`src/rtl/esc_wdt_pkg.sv`:
```
package esc_wdt_pkg;

    typedef enum logic [2:0] {
        ST_OFF,
        ST_RUN,
        ST_IRQ,
        ST_NMI,
        ST_FIRE,
        ST_HOLD
    } wdt_state_e;

    localparam logic [1:0] MODE_OFF  = 2'd0;
    localparam logic [1:0] MODE_IRQ  = 2'd1;
    localparam logic [1:0] MODE_NMI  = 2'd2;
    localparam logic [1:0] MODE_FULL = 2'd3;

endpackage

```
`src/rtl/esc_wdt_prescaler.sv`:
```
module esc_wdt_prescaler #(
    parameter int PRE_W = 8
) (
    input  logic clk,
    input  logic rst_n,
    input  logic clear,
    input  logic en,
    output logic tick
);

    generate
        if (PRE_W == 0) begin : g_direct
            // No division: every enabled clock is a tick.
            assign tick = en;
        end else begin : g_count
            logic [PRE_W-1:0] pre_q;

            always_ff @(posedge clk or negedge rst_n) begin
                if (!rst_n) begin
                    pre_q <= '0;
                end else if (clear) begin
                    pre_q <= '0;
                end else if (en) begin
                    pre_q <= pre_q + 1'b1;
                end
            end

            assign tick = en && (pre_q == {PRE_W{1'b1}});
        end
    endgenerate

endmodule

```
`src/rtl/esc_wdt_decrementer.sv`:
```
module esc_wdt_decrementer #(
    parameter int LEN_W = 16,
    parameter int LOW_W = 8
) (
    input  logic             clk,
    input  logic             rst_n,
    input  logic             load,
    input  logic [LEN_W-1:0] load_len,
    input  logic [LEN_W-1:0] reload_len,
    input  logic             tick,
    output logic             expire
);

    localparam int DEC_W = LEN_W + LOW_W;
    localparam logic [DEC_W-1:0] LOAD_MAX = DEC_W'(2**LEN_W - 1) << LOW_W;

    logic [DEC_W-1:0] dec_q;

    // Length fills the upper bits; the low bits start at zero.
    function automatic logic [DEC_W-1:0] start_val(input logic [LEN_W-1:0] len);
        return DEC_W'(len) << LOW_W;
    endfunction

    // A value of 0 or 1 ends the period, so a zero length lasts one tick.
    assign expire = tick && (dec_q <= DEC_W'(1));

    always_ff @(posedge clk or negedge rst_n) begin
        if (!rst_n) begin
            dec_q <= '0;
        end else if (load) begin
            dec_q <= start_val(load_len);
        end else if (tick) begin
            if (dec_q <= DEC_W'(1)) begin
                dec_q <= start_val(reload_len);
            end else begin
                dec_q <= dec_q - 1'b1;
            end
        end
    end

    // the count never wraps above the largest loadable value
    p_no_underflow_r10: assert property (@(posedge clk) disable iff (!rst_n)
        dec_q <= LOAD_MAX);

endmodule

```
`src/rtl/esc_wdt_stage_fsm.sv`:
```
module esc_wdt_stage_fsm
    import esc_wdt_pkg::*;
(
    input  logic       clk,
    input  logic       rst_n,
    input  logic       cfg_we,
    input  logic [1:0] new_mode,
    input  logic       poke_we,
    input  logic [1:0] mode_q,
    input  logic       expire,
    output logic       count_en,
    output logic       irq_o,
    output logic       nmi_o,
    output logic       srst_o,
    output logic       irq_seen,
    output logic       nmi_seen
);

    wdt_state_e state_q, state_d;

    // State register and next-state logic
    always_comb begin
        state_d = state_q;
        unique case (state_q)
            ST_OFF:  state_d = ST_OFF;
            ST_RUN:  if (expire) state_d = ST_IRQ;
            ST_IRQ:  if (expire) state_d = ST_NMI;
            ST_NMI:  if (expire) state_d = ST_FIRE;
            ST_FIRE: state_d = ST_HOLD;
            ST_HOLD: state_d = ST_HOLD;
            default: state_d = ST_OFF;
        endcase
        if (cfg_we) begin
            state_d = (new_mode == MODE_OFF) ? ST_OFF : ST_RUN;
        end else if (poke_we && (state_q != ST_OFF)) begin
            state_d = ST_RUN;
        end
    end

    always_ff @(posedge clk or negedge rst_n) begin
        if (!rst_n) begin
            state_q <= ST_OFF;
        end else begin
            state_q <= state_d;
        end
    end

    // Output decode
    always_comb begin
        count_en = 1'b0;
        irq_o    = 1'b0;
        nmi_o    = 1'b0;
        srst_o   = 1'b0;
        unique case (state_q)
            ST_OFF:  ;
            ST_RUN:  count_en = 1'b1;
            ST_IRQ: begin
                irq_o    = 1'b1;
                count_en = (mode_q == MODE_NMI) || (mode_q == MODE_FULL);
            end
            ST_NMI: begin
                irq_o    = 1'b1;
                nmi_o    = 1'b1;
                count_en = (mode_q == MODE_FULL);
            end
            ST_FIRE: begin
                irq_o  = 1'b1;
                nmi_o  = 1'b1;
                srst_o = 1'b1;
            end
            ST_HOLD: begin
                irq_o = 1'b1;
                nmi_o = 1'b1;
            end
            default: ;
        endcase
        irq_seen = irq_o;
        nmi_seen = nmi_o;
    end

    // the reset request never lasts more than one cycle
    p_srst_single_r4: assert property (@(posedge clk) disable iff (!rst_n)
        srst_o |=> !srst_o);

    // NMI only rises while the interrupt was already up
    p_nmi_after_irq_r3: assert property (@(posedge clk) disable iff (!rst_n)
        $rose(nmi_o) |-> $past(irq_o));

    // interrupt-only mode never reaches NMI
    p_mode1_no_nmi_r5: assert property (@(posedge clk) disable iff (!rst_n)
        (mode_q == MODE_IRQ) |-> !nmi_o);

    // mode 2 never requests a reset
    p_mode2_no_srst_r6: assert property (@(posedge clk) disable iff (!rst_n)
        (mode_q == MODE_NMI) |-> !srst_o);

    // disabled means silent
    p_off_quiet_r7: assert property (@(posedge clk) disable iff (!rst_n)
        (mode_q == MODE_OFF) |-> (!irq_o && !nmi_o && !srst_o));

endmodule

```
`src/rtl/esc_watchdog.sv`:
```
module esc_watchdog
    import esc_wdt_pkg::*;
#(
    parameter int LEN_W = 16,
    parameter int PRE_W = 8,
    parameter int LOW_W = 8
) (
    input  logic             clk,
    input  logic             rst_n,
    input  logic             cfg_we,
    input  logic [LEN_W+1:0] cfg_wdata,
    input  logic             poke_we,
    output logic [LEN_W+3:0] cfg_rdata,
    output logic             irq_o,
    output logic             nmi_o,
    output logic             srst_o
);

    logic [1:0]       mode_q;
    logic [LEN_W-1:0] len_q;
    logic [1:0]       new_mode;
    logic [LEN_W-1:0] new_len;
    logic [LEN_W-1:0] load_len;
    logic             restart;
    logic             count_en;
    logic             tick;
    logic             expire;
    logic             irq_seen;
    logic             nmi_seen;

    assign new_mode = cfg_wdata[1:0];
    assign new_len  = cfg_wdata[LEN_W+1:2];

    always_ff @(posedge clk or negedge rst_n) begin
        if (!rst_n) begin
            mode_q <= MODE_OFF;
            len_q  <= '0;
        end else if (cfg_we) begin
            mode_q <= new_mode;
            len_q  <= new_len;
        end
    end

    // Any write or live poke starts a fresh, full period.
    assign restart  = cfg_we || (poke_we && (mode_q != MODE_OFF));
    assign load_len = cfg_we ? new_len : len_q;

    esc_wdt_prescaler #(.PRE_W(PRE_W)) u_pre (
        .clk   (clk),
        .rst_n (rst_n),
        .clear (restart),
        .en    (count_en),
        .tick  (tick)
    );

    esc_wdt_decrementer #(.LEN_W(LEN_W), .LOW_W(LOW_W)) u_dec (
        .clk        (clk),
        .rst_n      (rst_n),
        .load       (restart),
        .load_len   (load_len),
        .reload_len (len_q),
        .tick       (tick),
        .expire     (expire)
    );

    esc_wdt_stage_fsm u_fsm (
        .clk      (clk),
        .rst_n    (rst_n),
        .cfg_we   (cfg_we),
        .new_mode (new_mode),
        .poke_we  (poke_we),
        .mode_q   (mode_q),
        .expire   (expire),
        .count_en (count_en),
        .irq_o    (irq_o),
        .nmi_o    (nmi_o),
        .srst_o   (srst_o),
        .irq_seen (irq_seen),
        .nmi_seen (nmi_seen)
    );

    assign cfg_rdata = {len_q, mode_q, nmi_seen, irq_seen};

    // a live poke leaves no interrupt pending on the next cycle
    p_poke_clears_r8: assert property (@(posedge clk) disable iff (!rst_n)
        (poke_we && !cfg_we && (mode_q != MODE_OFF)) |=> (!irq_o && !nmi_o));

endmodule

```
`config.mk`:
```
export PLATFORM = sky130hd
export DESIGN_NAME = esc_watchdog
export DESIGN_NICKNAME = d
export VERILOG_FILES = /design/src/rtl/esc_wdt_pkg.sv /design/src/rtl/esc_wdt_prescaler.sv /design/src/rtl/esc_wdt_decrementer.sv /design/src/rtl/esc_wdt_stage_fsm.sv /design/src/rtl/esc_watchdog.sv
export SDC_FILE = /design/constraint.sdc
export NUM_CORES = 1
export LEC_CHECK = 0
export ABC_CLOCK_PERIOD_IN_PS = 3350
export BUFFER_PORTS_ARGS = -buffer_cell sky130_fd_sc_hd__buf_2
export CAP_MARGIN = 40
export CORE_ASPECT_RATIO = 1.2
export CORE_MARGIN = 5
export CORE_UTILIZATION = 40
export DETAILED_ROUTE_END_ITERATION = 16
export GPL_TIMING_DRIVEN = 0
export HOLD_SLACK_MARGIN = 0.03
export MAX_ROUTING_LAYER = met4
export PLACE_DENSITY_LB_ADDON = 0.08
export SETUP_SLACK_MARGIN = 0.4
export SLEW_MARGIN = 20
export SYNTH_ARGS = -nofsm -noshare
export SYNTH_HDL_FRONTEND = slang
export SYNTH_HIERARCHICAL = 1
export SYNTH_SLANG_ARGS = --single-unit
```
`constraint.sdc`:
```
create_clock -name clk -period 3.35 [get_ports clk]
set_input_delay 0.335 -clock clk [delete_from_list [all_inputs] [get_ports clk]]
set_output_delay 0.335 -clock clk [all_outputs]
set_load 0.01 [all_outputs]
```
* Word level (Yosys, flattened, before mapping)
Index checks and enable logic that the tools add are counted.
** Word-level totals
- Register bits after elaboration :: 53
- Input bits :: 22
- Output and inout bits :: 23
** Cells by class
- Mux-type cells :: 17
- Order comparisons :: 1
- Equality and inequality tests :: 11
- Add/sub/neg operators :: 2
- Reductions and logical operators :: 15
** Operators by type and width (count)
- $mux W24 :: 3
- $le A24 B1 Y1 const B :: 1
- $sub A24 B1 Y24 const B :: 1
- $mux W16 :: 1
- $mux W8 :: 2
- $mux W3 :: 5
- $ne A4 B3 Y1 const B :: 3
- $pmux W3 S4 :: 1
- $add A8 B1 Y8 const B :: 1
- $eq A8 B8 Y1 const B :: 1
- $eq A3 B2 Y1 const B :: 2
- $eq A3 B3 Y1 const B :: 2
- $reduce_bool A2 Y1 :: 3
- $eq A2 B2 Y1 const B :: 2
- $logic_and A1 B1 Y1 :: 4
- $mux W1 :: 4
- $reduce_or A4 Y1 :: 1
- $eq A3 B1 Y1 const B :: 1
- $pmux W1 S3 :: 1
- $reduce_and A3 Y1 :: 1
- $reduce_bool A3 Y1 :: 1
- $reduce_or A3 Y1 :: 1
- $logic_not A2 Y1 :: 1
- $logic_or A1 B1 Y1 :: 2
- $reduce_or A2 Y1 :: 1

* Longest topological paths before layout
Gate-level depths: netlist of the first run.
- Word-level depth :: 9
- Depth in mapped cells :: 13
- Gate-level depth less buffers :: 11

* Cells and area by module
Netlist of the first run, hierarchy kept.
** Modules (own cells, without submodules)
- esc_wdt_decrementer :: cells an instance 209, times used 1, area each 1707.9 um^2, sequential area each 600.6 um^2
- esc_watchdog :: cells an instance 42, times used 1, area each 744.5 um^2, sequential area each 450.4 um^2
- esc_wdt_prescaler :: cells an instance 39, times used 1, area each 402.9 um^2, sequential area each 200.2 um^2
- esc_wdt_stage_fsm :: cells an instance 30, times used 1, area each 252.7 um^2, sequential area each 75.1 um^2

* Worst setup path after synthesis of the first run
No wires, ideal clock.
- Kind :: register to register
- Start :: reg u_fsm.state_q[2]
- End :: reg u_dec.dec_q[5]
- Cell stages (with the launch flop) :: 14
- Required time :: 3.226 ns
- Data arrival time :: 2.484 ns
- Setup slack :: 0.742 ns
- Setup time :: 0.124 ns
- Clock period less this slack :: 2.608 ns
- Cell sequence :: dfrtp_1 inv_1 ha_1 o211ai_1 a211oi_1 buf_4 nand3_1 nor3_1 clkbuf_1 nor2_1 or3_1 nor3_1 xnor2_1 nor2_1
** Between the ends
- Word-level cells in the longest chain between the ends :: 4
- Elaborated cells on any way between the ends :: 6
** RTL lines
- start, declared :: line esc_wdt_stage_fsm.sv:19 : wdt_state_e state_q, state_d;
- start signal, assigned :: line esc_wdt_stage_fsm.sv:44 : state_q <= state_d;
- $eq A3 B2 Y1 or $eq A3 B1 Y1 (tied branches) :: line esc_wdt_stage_fsm.sv:54 : unique case (state_q)
- $pmux W1 S3 (*) :: line esc_wdt_stage_fsm.sv:54
- net count_en :: line esc_watchdog.sv:25 : logic count_en;
- $logic_and A1 B1 Y1 (*) :: line esc_wdt_prescaler.sv:28 : assign tick = en && (pre_q == {PRE_W{1'b1}});
- net tick :: line esc_watchdog.sv:26 : logic tick;
- $reduce_bool A2 Y1 (no source line) (*)
- end signal, assigned :: line esc_wdt_decrementer.sv:31 : dec_q <= start_val(load_len);
- end signal, assigned :: line esc_wdt_decrementer.sv:34 : dec_q <= start_val(reload_len);
- end signal, assigned :: line esc_wdt_decrementer.sv:36 : dec_q <= dec_q - 1'b1;
- end, declared :: line esc_wdt_decrementer.sv:17 : logic [DEC_W-1:0] dec_q;
Mark *: on every way through the listed nets, which the timed path passes. The rest lies on a longest branch.
A chain may end at the register's enable or synchronous reset.

* Worst setup path in the final report of the first run
- Start :: reg u_dec.dec_q[10]
- End :: reg u_dec.dec_q[21]
** Between the ends
- Word-level cells in the longest chain between the ends :: 4
- Elaborated cells on any way between the ends :: 5
** RTL lines
- $sub A24 B1 Y24 or $le A24 B1 Y1 (tied branches) :: line esc_wdt_decrementer.sv:36, esc_wdt_decrementer.sv:33
- $mux W24 (*) :: line esc_wdt_decrementer.sv:33 : if (dec_q <= DEC_W'(1)) begin
- $mux W24 (*) :: line esc_wdt_decrementer.sv:32 : end else if (tick) begin
- $mux W24 (*) :: line esc_wdt_decrementer.sv:30 : end else if (load) begin
Every way passes the cells marked *; elsewhere a longest branch is shown, timed or not. The select of a mux whose other input is x is not followed.

==> results of run 1 <==
==> Yosys cell counts, types with 7 or more instances <==
cell type   n  area share
xnor2_1     8       0.023
or3_1       7       0.014
clkbuf_1    8      0.0097
nand3_1    10       0.016
or4_1       7       0.017
nand2_1    16       0.019
a21oi_1    13       0.021
inv_1      11       0.013
mux2_2     10       0.036
xor2_1     11       0.031
nor3_1     10       0.016
mux2_4      9       0.043
a31oi_1     9       0.018
nor2_1     38       0.046
dfrtp_1    53        0.43
o21ai_0    15       0.024
==> repair_timing <==
action | 4_1_cts | 5_1_grt
pin swaps | 0 | 1
setup buffers | 0 | 4
endpoints found under the hold margin | 0 | 0
hold buffers | 0 | 0
endpoints found under the setup margin | 26 | 17
resized for setup | 7 | 6
==> final cells by class <==
class / instances / area [sq um]
Inverter: 11 / 41.3
Timing Repair Buffer: 50 / 263
Fill cell: 789 / 3980
Buffer: 18 / 116
Multi-Input combinational cell: 238 / 1680
Tap cell: 92 / 115
Clock inverter: 1 / 5.00
Clock buffer: 7 / 96.3
Sequential cell: 53 / 1330
==> power breakdown <==
group / total, mW / switching, mW / internal, mW
clock: 0.408 / 0.220 / 0.188
sequential: 0.785 / 0.0828 / 0.702
combinational: 0.390 / 0.204 / 0.186
==> how the worst min path moves through the flow <==
stage,slack (ns),from,endpoint,cells past startpoint
2_1_floorplan,0.04,rst_n,len_q[0],0
3_3_place_gp,0.51,u_dec/dec_q[1],u_dec/dec_q[1],2
3_5_place_dp,0.44,rst_n,u_pre/g_count.pre_q[2],1
4_1_cts,0.09,rst_n,u_dec/dec_q[13],1
5_1_grt,0.12,rst_n,len_q[12],1
6_report,0.06,rst_n,u_pre/g_count.pre_q[1],1
==> worst register-to-register path, cell delays in order (launching register included) <==
cell and delay [ns]:
dfrtp_1 0.44, or4_1 0.58, nor4_2 0.66, nand3_1 0.30
clkbuf_1 0.34, o21ai_0 0.21, o21ai_0 0.10
==> routing by layer <==
layer	up-vias	global-route usage	wire [microns]	part of all wire
li1	1275	-	-	-
met1	1284	0.225	3670	0.46
met2	81	0.263	3860	0.48
met3	7	0.0241	360	0.045
met4	0	0.0479	97	0.012
met5	-	-	0	0
==> kinds of logic after synthesis <==
logic type / synth area share
buffers and inverters: 0.0495
adders and majority gates: 0.0201
xor gates and xnor gates: 0.0535
muxes: 0.0926
and+or+nand+nor: 0.229
AOI/OAI and AO/OA: 0.129
DFF: 0.427
==> registers in the layout (all words and copies together) (netlist names) <==
| register | cells |
|---|---|
| u_dec/dec_q | 24 |
| len_q | 16 |
| u_pre/g_count.pre_q | 8 |
| u_fsm/state_q | 3 |
| mode_q | 2 |
==> impl_metrics.env, run 1 <==
export IMPL_status="finished clean"
export IMPL_whs_ns=0.0575
export IMPL_drive_gt1_frac=0.278
export IMPL_ys_types=54
export IMPL_crit_end="u_dec/dec_q[21]"
export IMPL_crit_chain="or4_1 -> nor4_2 -> nand3_1 -> clkbuf_1 -> o21ai_0 -> o21ai_0"
export IMPL_final_util=0.478
export IMPL_grt_max_degree=54
export IMPL_setup_violations=0
export IMPL_die_w_microns=90.5
export IMPL_h_tree_depth=2
export IMPL_ioPinCount=45
export IMPL_synth_main_ff_cell="dfrtp_1"
export IMPL_r2r_end="u_dec/dec_q[21]"
export IMPL_die_h_microns=107
export IMPL_min_period_ns=2.76
export IMPL_first_global_vias=2548
export IMPL_fin_ws_ns=0.594
export IMPL_vias=2647
export IMPL_ys_warnings_count=6
export IMPL_cp_buffers_inverters=1
export IMPL_cts_reportedPaths_clkPinSlew_ns=0.10
export IMPL_worst_r2r_cell_count=6
export IMPL_endpoint_kind="flip-flop"
export IMPL_rows=35
export IMPL_postLayoutCellArea_sq_um=3640
export IMPL_async_flop_share=1.00
export IMPL_cts_buffers_inserted=5
export IMPL_worst_pin_slew_ns=0.855
export IMPL_dieArea_sq_um=9640
export IMPL_path_class="reg -> reg"
export IMPL_root_buffer="clkbuf_8"
export IMPL_cpLargestDelayFamily="simple AND/OR/NAND/NOR gates"
export IMPL_stdcell_count=470
export IMPL_grt_pass1_wl_mm=12.8
export IMPL_critPathMaxFanout=10
export IMPL_dpl_cell_area_sq_um=3450
export IMPL_relSlewSlack=0.425
export IMPL_clock_sinks=53
export IMPL_place_hpwl_mm=5.62
export IMPL_p_per_area_nw_per_um2=434
export IMPL_worstPathArrival_ns=2.94
export IMPL_ant_nets=0
export IMPL_grt_antenna_before_repair=0
export IMPL_layout_common_cells="52 x dfrtp_1, 46 x buf_2, 37 x nor2_1"
export IMPL_start_util=0.408
export IMPL_r2r_start="u_dec/dec_q[10]"
export IMPL_syn_area_sq_um=3110
export IMPL_syn_num_nets=347
export IMPL_area_growth_pct=17.2
export IMPL_ys_ff_latch=53
export IMPL_drt_iter0_drc=209
export IMPL_cp_depth=6
export IMPL_drc=0
export IMPL_place_gp_congestion=0.847
export IMPL_core_sq_um=7620
export IMPL_fin_tns_setup_ns=0
export IMPL_slew_violations=0
export IMPL_final_net_count=404
export IMPL_final_common_cell="dfrtp_1"
export IMPL_crit_path_max_incr_delay_ns=0.66
export IMPL_ctsLongestPathBuffers=2
export IMPL_rrSetupSlack_ns=0.59
export IMPL_crit_slowest_cell="nor4_2"
export IMPL_routedWlPerCell_microns=17.0
export IMPL_grt_usage=0.167
export IMPL_irDropWorstVdd_uv=233
export IMPL_crit_required_ns=3.53
export IMPL_gr_total_overflow=0
export IMPL_ys_seq_area_frac=0.427
export IMPL_synth_area_per_cell_sq_um=9.71
export IMPL_drv_cap=0
export IMPL_clock_skew_ns=0.0106
export IMPL_power_leakage_nw=1.59
export IMPL_cts_tree="yes"
export IMPL_pre_cts_ws_ns=-0.383
export IMPL_hp_class="in -> async"
export IMPL_total_power_mw=1.58
export IMPL_first_pass_iters=4
export IMPL_clk_latency_ns=0.31
export IMPL_startpoint="u_dec/dec_q[10]"
export IMPL_portBuffers=44
export IMPL_period_share=0.823
export IMPL_antenna_cells=0
export IMPL_rsz0062_at_grt="false"
export IMPL_start_kind="flip-flop"
export IMPL_vias_per_cell=5.63
export IMPL_routed_wl_mm=7.99
export IMPL_cp_common_cell="o21ai_0"
export IMPL_synth_cells=320
export IMPL_fmax_ghz=0.363
export IMPL_placed_cells=457
export IMPL_hold_viol=0
export IMPL_synth_edf_count=0
(Power assumes the default switching activity.)
==> inputs of run 2 (changes only) <==
--- a/config.mk
+++ b/config.mk
@@ -5,7 +5,7 @@
 export SDC_FILE = /design/constraint.sdc
 export NUM_CORES = 1
 export LEC_CHECK = 0
-export ABC_CLOCK_PERIOD_IN_PS = 3350
+export ABC_CLOCK_PERIOD_IN_PS = 2490
 export BUFFER_PORTS_ARGS = -buffer_cell sky130_fd_sc_hd__buf_2
 export CAP_MARGIN = 40
 export CORE_ASPECT_RATIO = 1.2
==> constraint.sdc (replaced) <==
create_clock -name clk -period 2.49 [get_ports clk]
set_input_delay 0.249 -clock clk [delete_from_list [all_inputs] [get_ports clk]]
set_output_delay 0.249 -clock clk [all_outputs]
set_load 0.01 [all_outputs]
==> run 2 against run 1 <==
Critical path depth unchanged. Register-to-register slack lost 0.55 ns. Sequential share of layout area shrank 5.0 points. Via count increased by 7.5%. Global-route usage rose by 2.7 points. Hold slack better by 0.11 ns. Total power rose by 49%.
==> impl_metrics.env, run 2 (same netlist as run 1, synthesis figures left out) <==
export IMPL_worst_pin_slew_ns=0.705
export IMPL_crit_end="u_dec/dec_q[19]"
export IMPL_gr_total_overflow=0
export IMPL_critPathMaxFanout=4
export IMPL_worstPathArrival_ns=2.65
export IMPL_grt_usage=0.195
export IMPL_met3_usage=0.0361
export IMPL_layout_common_cells="48 x dfrtp_1, 43 x buf_2, 35 x nor2_1"
export IMPL_rrSetupSlack_ns=0.05
export IMPL_whs_ns=0.172
export IMPL_h_tree_depth=2
export IMPL_final_net_count=436
export IMPL_top_usage_layer="met2"
export IMPL_p_per_area_nw_per_um2=556
export IMPL_grt_antenna_before_repair=0
export IMPL_irDropWorstVdd_uv=327
export IMPL_die_w_microns=90.5
export IMPL_vias_per_cell=5.67
export IMPL_ant_nets=0
export IMPL_status="finished clean"
export IMPL_rows=35
export IMPL_endpoint_kind="flip-flop"
export IMPL_p_seq_frac=0.449
export IMPL_p_sw_frac=0.312
export IMPL_drive_gt1_frac=0.422
export IMPL_dieArea_sq_um=9640
export IMPL_placed_cells=457
export IMPL_setup_violations=0
export IMPL_die_h_microns=107
export IMPL_startpoint="u_dec/dec_q[4]"
export IMPL_p_clk_frac=0.264
export IMPL_slew_violations=0
export IMPL_top_register="u_dec/dec_q"
export IMPL_r2r_start="u_dec/dec_q[4]"
export IMPL_clock_sinks=53
export IMPL_p_comb_frac=0.287
export IMPL_grt_max_degree=54
export IMPL_grt_use_met1=0.237
export IMPL_stdcell_count=502
export IMPL_root_buffer="clkbuf_8"
export IMPL_drv_cap=0
export IMPL_cts_reportedPaths_clkPinSlew_ns=0.10
export IMPL_power_leakage_nw=1.84
export IMPL_path_class="reg -> reg"
export IMPL_final_common_cell="dfrtp_1"
export IMPL_worst_r2r_cell_count=6
export IMPL_period_share=0.981
export IMPL_fmax_ghz=0.409
export IMPL_first_global_vias=2824
export IMPL_core_sq_um=7620
export IMPL_place_hpwl_mm=5.86
export IMPL_power_switching_mw=0.737
export IMPL_start_kind="flip-flop"
export IMPL_cts_tree="yes"
export IMPL_start_util=0.408
export IMPL_clk_latency_ns=0.31
export IMPL_largestRegisters="u_dec/dec_q x24, len_q x16, u_pre/g_count.pre_q x8"
export IMPL_hold_viol=0
export IMPL_routedWlPerCell_microns=18.1
export IMPL_routed_wl_mm=9.09
export IMPL_crit_required_ns=2.69
export IMPL_cts_buffers_inserted=5
export IMPL_place_gp_congestion=0.847
export IMPL_hp_class="in -> reg"
export IMPL_p_int_mw=1.62
export IMPL_nFillCells=688
export IMPL_min_period_ns=2.44
export IMPL_vias=2845
export IMPL_drt_iter0_drc=162
export IMPL_antenna_cells=0
export IMPL_met2_usage=0.321
export IMPL_drc=0
export IMPL_area_growth_pct=36.5
export IMPL_r2r_end="u_dec/dec_q[19]"
export IMPL_grt_pass1_wl_mm=14.6
export IMPL_ioPinCount=45
export IMPL_portBuffers=44
export IMPL_largest_reg_flops=24
export IMPL_clock_skew_ns=0.00892
export IMPL_first_pass_iters=4
export IMPL_rsz0062_at_grt="true"
export IMPL_relSlewSlack=0.530
export IMPL_ctsLongestPathBuffers=2
-- run 2: cell count changes in the layout (fill, tap and decap cells not counted), sizes merged --
cell,previous run,this run
dlygate4sd3,0,1
inv,11,10
clkdlybuf4s18,0,1
bufinv,0,1
clkinv,1,0
clkbuf,15,14
buf,60,91
clkinvlp,0,1
-- run 2: cell type report --
class | count | area, sq um | share of cell area
buffer | 18 | 174 | 0.0410
clock inverter | 1 | 30.0 | 0.00708
tap | 92 | 115 | 0.0271
inverter | 11 | 45.0 | 0.0106
sequential | 53 | 1330 | 0.314
timing repair buffer | 82 | 561 | 0.132
multi-input combinational | 238 | 1900 | 0.447
clock buffer | 7 | 86.3 | 0.0204
-- run 2: power by group through the flow --
stage / Sequential (mW) / Clock [mW] / Combinational (mW)
global placement: 1.07 / 0 / 0.524
detailed placement: 1.07 / 0 / 0.534
floorplan: 1.06 / 0 / 0.367
global route: 1.08 / 0.677 / 0.732
finish: 1.06 / 0.623 / 0.677
CTS: 1.05 / 0.636 / 0.612
-- run 2: through the flow --
stage	total power, mW	utilization	TNS, ns	setup WS (ns)	area (sq um)
3_3_place_gp	1.60	0.468	-3.64	-0.286	3570
6_report	2.36	0.557	0	0.0474	4240
4_1_cts	2.30	0.527	0	0.0597	4020
5_1_grt	2.49	0.557	-0.0897	-0.0388	4240
3_5_place_dp	1.61	0.470	-3.55	-0.269	3580
2_1_floorplan	1.43	-	0	0.107	3230
-- run 2: how the worst min path moves through the flow --
stage,from,cells past startpoint,end
after global routing,cfg_wdata[12],2,len_q[10]
after floorplan,rst_n,0,len_q[0]
final,cfg_wdata[6],2,len_q[4]
after detailed placement,rst_n,1,len_q[15]
after global placement,cfg_wdata[6],2,len_q[4]
after CTS,cfg_wdata[12],2,len_q[10]
-- run 2: timing repair --
| item | in CTS | in global routing |
|---|---|---|
| endpoints found under the setup margin | 27 | 29 |
| endpoints found under the hold margin | 53 | 0 |
| gates cloned | 1 | 1 |
| pin swaps | 16 | 21 |
| resized for setup | 31 | 33 |
| setup buffers | 23 | 11 |
| hold buffers | 1 | 0 |
-- run 2: layer usage --
metal	share of wire	vias up	wire length, microns
li1	-	1336	-
met1	0.43	1394	3950
met2	0.50	91	4520
met3	0.041	24	377
met4	0.027	0	241
met5	0	-	0
-- run 2: worst max-delay path, cell delays in order, from the launching register on --
cell,delay [ns]
dfrtp_2,0.42
or4_4,0.53
buf_6,0.14
or4_4,0.47
or4_4,0.44
a221oi_2,0.26
o21ai_1,0.08
